`config.mk`:
```
export PLATFORM = sky130hd
export DESIGN_NAME = comma_byte_aligner
export DESIGN_NICKNAME = d
export VERILOG_FILES = /design/src/rtl/comma_align_pkg.sv /design/src/rtl/ca_comma_search.sv /design/src/rtl/ca_align_ctrl.sv /design/src/rtl/ca_align_datapath.sv /design/src/rtl/comma_byte_aligner.sv
export SDC_FILE = /design/constraint.sdc
export NUM_CORES = 1
export LEC_CHECK = 0
export ABC_AREA = 1
export BUFFER_PORTS_ARGS = -buffer_cell sky130_fd_sc_hd__buf_2
export CORE_AREA = 3 3 80 82
export CTS_CLUSTER_DIAMETER = 80
export DETAILED_ROUTE_END_ITERATION = 12
export DIE_AREA = 0 0 83 85
export HOLD_SLACK_MARGIN = 0.15
export PLACE_DENSITY = 0.79
export SLEW_MARGIN = 20
export SYNTH_ARGS = -nofsm -noshare
export SYNTH_HDL_FRONTEND = slang
export SYNTH_HIERARCHICAL = 1
export SYNTH_SLANG_ARGS = --single-unit
```
`constraint.sdc`:
```
create_clock -name clk -period 3.2 [get_ports clk]
set_input_delay 0.32 -clock clk [delete_from_list [all_inputs] [get_ports clk]]
set_output_delay 0.32 -clock clk [all_outputs]
set_load 0.005 [all_outputs]
```
`src/rtl/comma_align_pkg.sv`:
```
package comma_align_pkg;

  // Word width delivered per user clock and the derived shift-offset width.
  localparam int unsigned AlignWordW = 16;
  localparam int unsigned AlignOffW  = $clog2(AlignWordW);
  localparam int unsigned AlignWinW  = 2 * AlignWordW;

  // Strobes from the lock control to the datapath.
  typedef struct packed {
    logic                 lock;         // a lock happens this cycle
    logic [AlignOffW-1:0] selOff;       // offset used for this cycle's output
    logic                 alignedNext;  // aligned flag value after this cycle
  } alignStrobe_t;

endpackage

```
`src/rtl/ca_comma_search.sv`:
```
module ca_comma_search
  import comma_align_pkg::*;
#(
  parameter int unsigned        CommaW    = 10,
  parameter logic [CommaW-1:0]  PlusPat   = 10'b0110101110,
  parameter logic [CommaW-1:0]  MinusPat  = 10'b1010000011,
  parameter logic [CommaW-1:0]  CommaMask = 10'b0011111111
) (
  input  logic [AlignWinW-1:0] window,
  input  logic                 plusEn,
  input  logic                 minusEn,
  output logic                 hit,
  output logic [AlignOffW-1:0] hitOff
);

  logic [AlignWordW-1:0] hitVec;

  // One masked comparator pair per candidate bit offset.
  for (genvar k = 0; k < AlignWordW; k++) begin : g_offset
    logic [CommaW-1:0] cand;
    logic              plusHit;
    logic              minusHit;
    assign cand     = window[k +: CommaW];
    assign plusHit  = plusEn  && (((cand ^ PlusPat)  & CommaMask) == '0);
    assign minusHit = minusEn && (((cand ^ MinusPat) & CommaMask) == '0);
    assign hitVec[k] = plusHit || minusHit;
  end

  // Lowest matching offset wins.
  always_comb begin
    hitOff = '0;
    for (int k = AlignWordW - 1; k >= 0; k--) begin
      if (hitVec[k]) hitOff = AlignOffW'(k);
    end
  end

  assign hit = |hitVec;

endmodule

```
`src/rtl/ca_align_ctrl.sv`:
```
module ca_align_ctrl
  import comma_align_pkg::*;
(
  input  logic                 clk,
  input  logic                 rst,
  input  logic                 alignEn,
  input  logic                 hit,
  input  logic [AlignOffW-1:0] hitOff,
  output alignStrobe_t         strobe
);

  logic [AlignOffW-1:0] offReg;
  logic                 alignedReg;
  logic                 lockNow;

  // A lock is taken only when allowed, a comma is present and it either is
  // the first lock or moves the offset.
  assign lockNow = alignEn && hit && (!alignedReg || (hitOff != offReg));

  always_comb begin
    strobe.lock        = lockNow;
    strobe.selOff      = lockNow ? hitOff : offReg;
    strobe.alignedNext = alignedReg || lockNow;
  end

  always_ff @(posedge clk) begin
    if (rst) begin
      offReg     <= '0;
      alignedReg <= 1'b0;
    end else if (lockNow) begin
      offReg     <= hitOff;
      alignedReg <= 1'b1;
    end
  end

endmodule

```
`src/rtl/ca_align_datapath.sv`:
```
module ca_align_datapath
  import comma_align_pkg::*;
(
  input  logic                  clk,
  input  logic                  rst,
  input  logic [AlignWordW-1:0] rxWord,
  input  alignStrobe_t          strobe,
  output logic [AlignWinW-1:0]  window,
  output logic [AlignWordW-1:0] alignedWord,
  output logic                  byteAligned,
  output logic                  realign
);

  logic [AlignWordW-1:0] prevWord;
  logic [AlignWinW-1:0]  stage [AlignOffW+1];

  // Older word in the low half: bit index grows with arrival time.
  assign window   = {rxWord, prevWord};
  assign stage[0] = window;

  // Logarithmic barrel shifter, one stage per offset bit.
  for (genvar b = 0; b < AlignOffW; b++) begin : g_shift
    assign stage[b+1] = strobe.selOff[b] ? (stage[b] >> (1 << b)) : stage[b];
  end

  always_ff @(posedge clk) begin
    if (rst) begin
      prevWord    <= '0;
      alignedWord <= '0;
      byteAligned <= 1'b0;
      realign     <= 1'b0;
    end else begin
      prevWord    <= rxWord;
      alignedWord <= stage[AlignOffW][AlignWordW-1:0];
      byteAligned <= strobe.alignedNext;
      realign     <= strobe.lock;
    end
  end

endmodule

```
`src/rtl/comma_byte_aligner.sv`:
```
module comma_byte_aligner
  import comma_align_pkg::*;
#(
  parameter int unsigned        CommaW    = 10,
  parameter logic [CommaW-1:0]  PlusPat   = 10'b0110101110,
  parameter logic [CommaW-1:0]  MinusPat  = 10'b1010000011,
  parameter logic [CommaW-1:0]  CommaMask = 10'b0011111111
) (
  input  logic                  clk,
  input  logic                  rst,
  input  logic                  alignEn,
  input  logic                  plusEn,
  input  logic                  minusEn,
  input  logic [AlignWordW-1:0] rxWord,
  output logic [AlignWordW-1:0] alignedWord,
  output logic                  byteAligned,
  output logic                  realign
);

  logic [AlignWinW-1:0] window;
  logic                 hit;
  logic [AlignOffW-1:0] hitOff;
  alignStrobe_t         strobe;

  ca_comma_search #(
    .CommaW   (CommaW),
    .PlusPat  (PlusPat),
    .MinusPat (MinusPat),
    .CommaMask(CommaMask)
  ) i_search (
    .window (window),
    .plusEn (plusEn),
    .minusEn(minusEn),
    .hit    (hit),
    .hitOff (hitOff)
  );

  ca_align_ctrl i_ctrl (
    .clk    (clk),
    .rst    (rst),
    .alignEn(alignEn),
    .hit    (hit),
    .hitOff (hitOff),
    .strobe (strobe)
  );

  ca_align_datapath i_data (
    .clk        (clk),
    .rst        (rst),
    .rxWord     (rxWord),
    .strobe     (strobe),
    .window     (window),
    .alignedWord(alignedWord),
    .byteAligned(byteAligned),
    .realign    (realign)
  );

endmodule

```
==> flow_summary.ini <==
[status]
outcome = finished with violations
violations = setup timing

[layout]
final_layout_size_suffix_gt1_share_pct = 25.9
num_antenna_cells = 0
instances_no_fill = 708
final_cell_mix = nand2_1, nand3_1, nor2_1
syn_to_final_growth_pct = 23.1
final_common_cell = nand2_1
finalNetCount = 653

[clock_network]
worstSkewPairLatency_ps = 300
htree_num_levels = 2
cts_root_buffer = clkbuf_8
path_clk_slew_ps = 80
cts-buffers-inserted = 5
cts.sink_count = 39
cts_max_path_buffers = 2
cts_tree = yes

[detailed_routing]
drtPass1Iterations = 6
drt_wl_total_mm = 11.5
routed-via-count = 4240
routed_via_density = 5.99
remaining_drc_errors = 0
routedWlPerCell_um = 16.3
ant_nets = 0
drt-initial-drc-count = 591

[sta]
period_minus_slack_ps = 3230
period_share_pct = 101
skew_ps = 4.20
finalMaxSlewViolations = 0
report.final.hold_viol_count = 0
slew-limit-headroom_pct = 54.1
rsz0062_at_grt = true
tightest_slew_ps = 688
report.final.setup_viol = 3
fmax_mhz = 310
fin_ws_ps = -27.2
fin_tns_setup_ps = -37.5

[power_and_ir_drop]
power_density_nw_per_um2 = 321
ir_drop_mv = 0.309
leakage_nw = 2.07
power_w = 0.00132

[setup_path]
crit_chain = inv_1 > nor2_1 > nand3_1 > o21ai_0 > nand2_1 > nand3_1 > nor2_1 > nand2_1 > nand2_2 > mux2i_1 > inv_1 > buf_4 > nand2_1 > nand3_1 > nand3_2 > nand2_2 > o21ai_2 > nor2_1
critPathArrivalTime_ps = 3390
critPathLaunchType = flip-flop
crit_path_end_kind = flip-flop
cp_data_required_time_ps = 3370
critical_path_class = reg2reg
critPathTopFamily = simple AND/OR/NAND/NOR gates
critPathBufInv = 3
crit_path_top_delay_cell = dfxtp_1
slowest_delay_ps = 550
path_max_fanout = 17

[place]
dp_slack_ps = -46.4
place_inst = 687
hpwl_mm = 7.26
port_buffers = 38
routabilityCongestion = 0.947

[global_routing]
grt_max_degree = 37
grt_pass1_wl_mm = 16.3
grt_use_total_pct = 27.6
antenna_found_initial = 0
grt_pass1_vias = 3620
grt_overflow = 0

[job]
maxCapViolations = 0

[floorplan]
die_h_um = 85
pin_count = 39
core_area_um2 = 5820
die-area_um2 = 7060
die_w_um = 83
rows = 28
start_util_pct = 57.4

[synthesis]
syn_inst = 600
syn_nets = 621
ys_warn_count = 6
avgSynthCellArea_um2 = 5.56
synth_area_um2 = 3340

[hold_path]
hold_class = in2reg
## per-stage QoR
stage	hold WS [ps]	instance area (um2)	utilization, %
3_3_place_gp	463	3510	60.4
3_5_place_dp	485	3510	60.4
2_1_floorplan	387	3340	-
5_1_grt	236	4110	70.6
6_report	224	4110	70.6
4_1_cts	231	3650	62.8
## cell type report
class / instances / area (um2)
clock buffers: 6 / 72.6
clock inverters: 2 / 60.1
fillers: 519 / 1710
inverters: 76 / 302
multi-input cells: 438 / 2230
flip-flops and latches: 39 / 798
well taps: 75 / 93.8
repair buffers: 70 / 532
repair inverters: 2 / 15.0
## path summary, 6_finish.rpt
| path | from | end | slack [ps] | cells after the start |
|---|---|---|---|---|
| worst min-delay path | rxWord[14] | i_data/prevWord[14] | 220 | 3 |
| worst max-delay path | i_data/prevWord[6] | i_data/alignedWord[4] | -30 | 18 |
| worst max register to register | i_data/prevWord[6] | i_data/alignedWord[4] | -30 | 18 |
| worst min register to register | i_ctrl/alignedReg | i_ctrl/alignedReg | 490 | 2 |
## power breakdown
group          total [W]  internal, W  switching (W)
clock network   0.000500     0.000312       0.000188
registers       0.000536     0.000509      0.0000265
logic           0.000284     0.000107       0.000178
## sequential cells by signal (all words and copies together) (netlist names)
| register | cells |
|---|---|
| i_ctrl/alignedReg | 1 |
| i_ctrl/offReg | 4 |
| i_data/alignedWord | 16 |
| i_data/byteAligned | 1 |
| i_data/prevWord | 16 |
| i_data/realign | 1 |
## worst min-delay path, cell delays in order
cell    delay (ps)
buf_2           70
inv_1           40
nor2_1          60
## metal layers
metal  wire length [um]  global-route usage [%]  vias up
li1                   -                       -     1964
met1               4360                    35.6     1897
met2               5400                    47.7      303
met3               1260                    4.37       76
met4                481                    8.17        0
met5                  0                       0        -
## what timing repair did
action | CTS | global route
resized for setup | 1 | 84
endpoints found under the hold margin | 0 | 0
buffers inserted | 0 | 8
pin swaps | 0 | 24
endpoints found under the setup margin | 3 | 16
hold buffers | 0 | 0
gates cloned | 0 | 5
No activity file was read; power rests on OpenSTA's default activity.
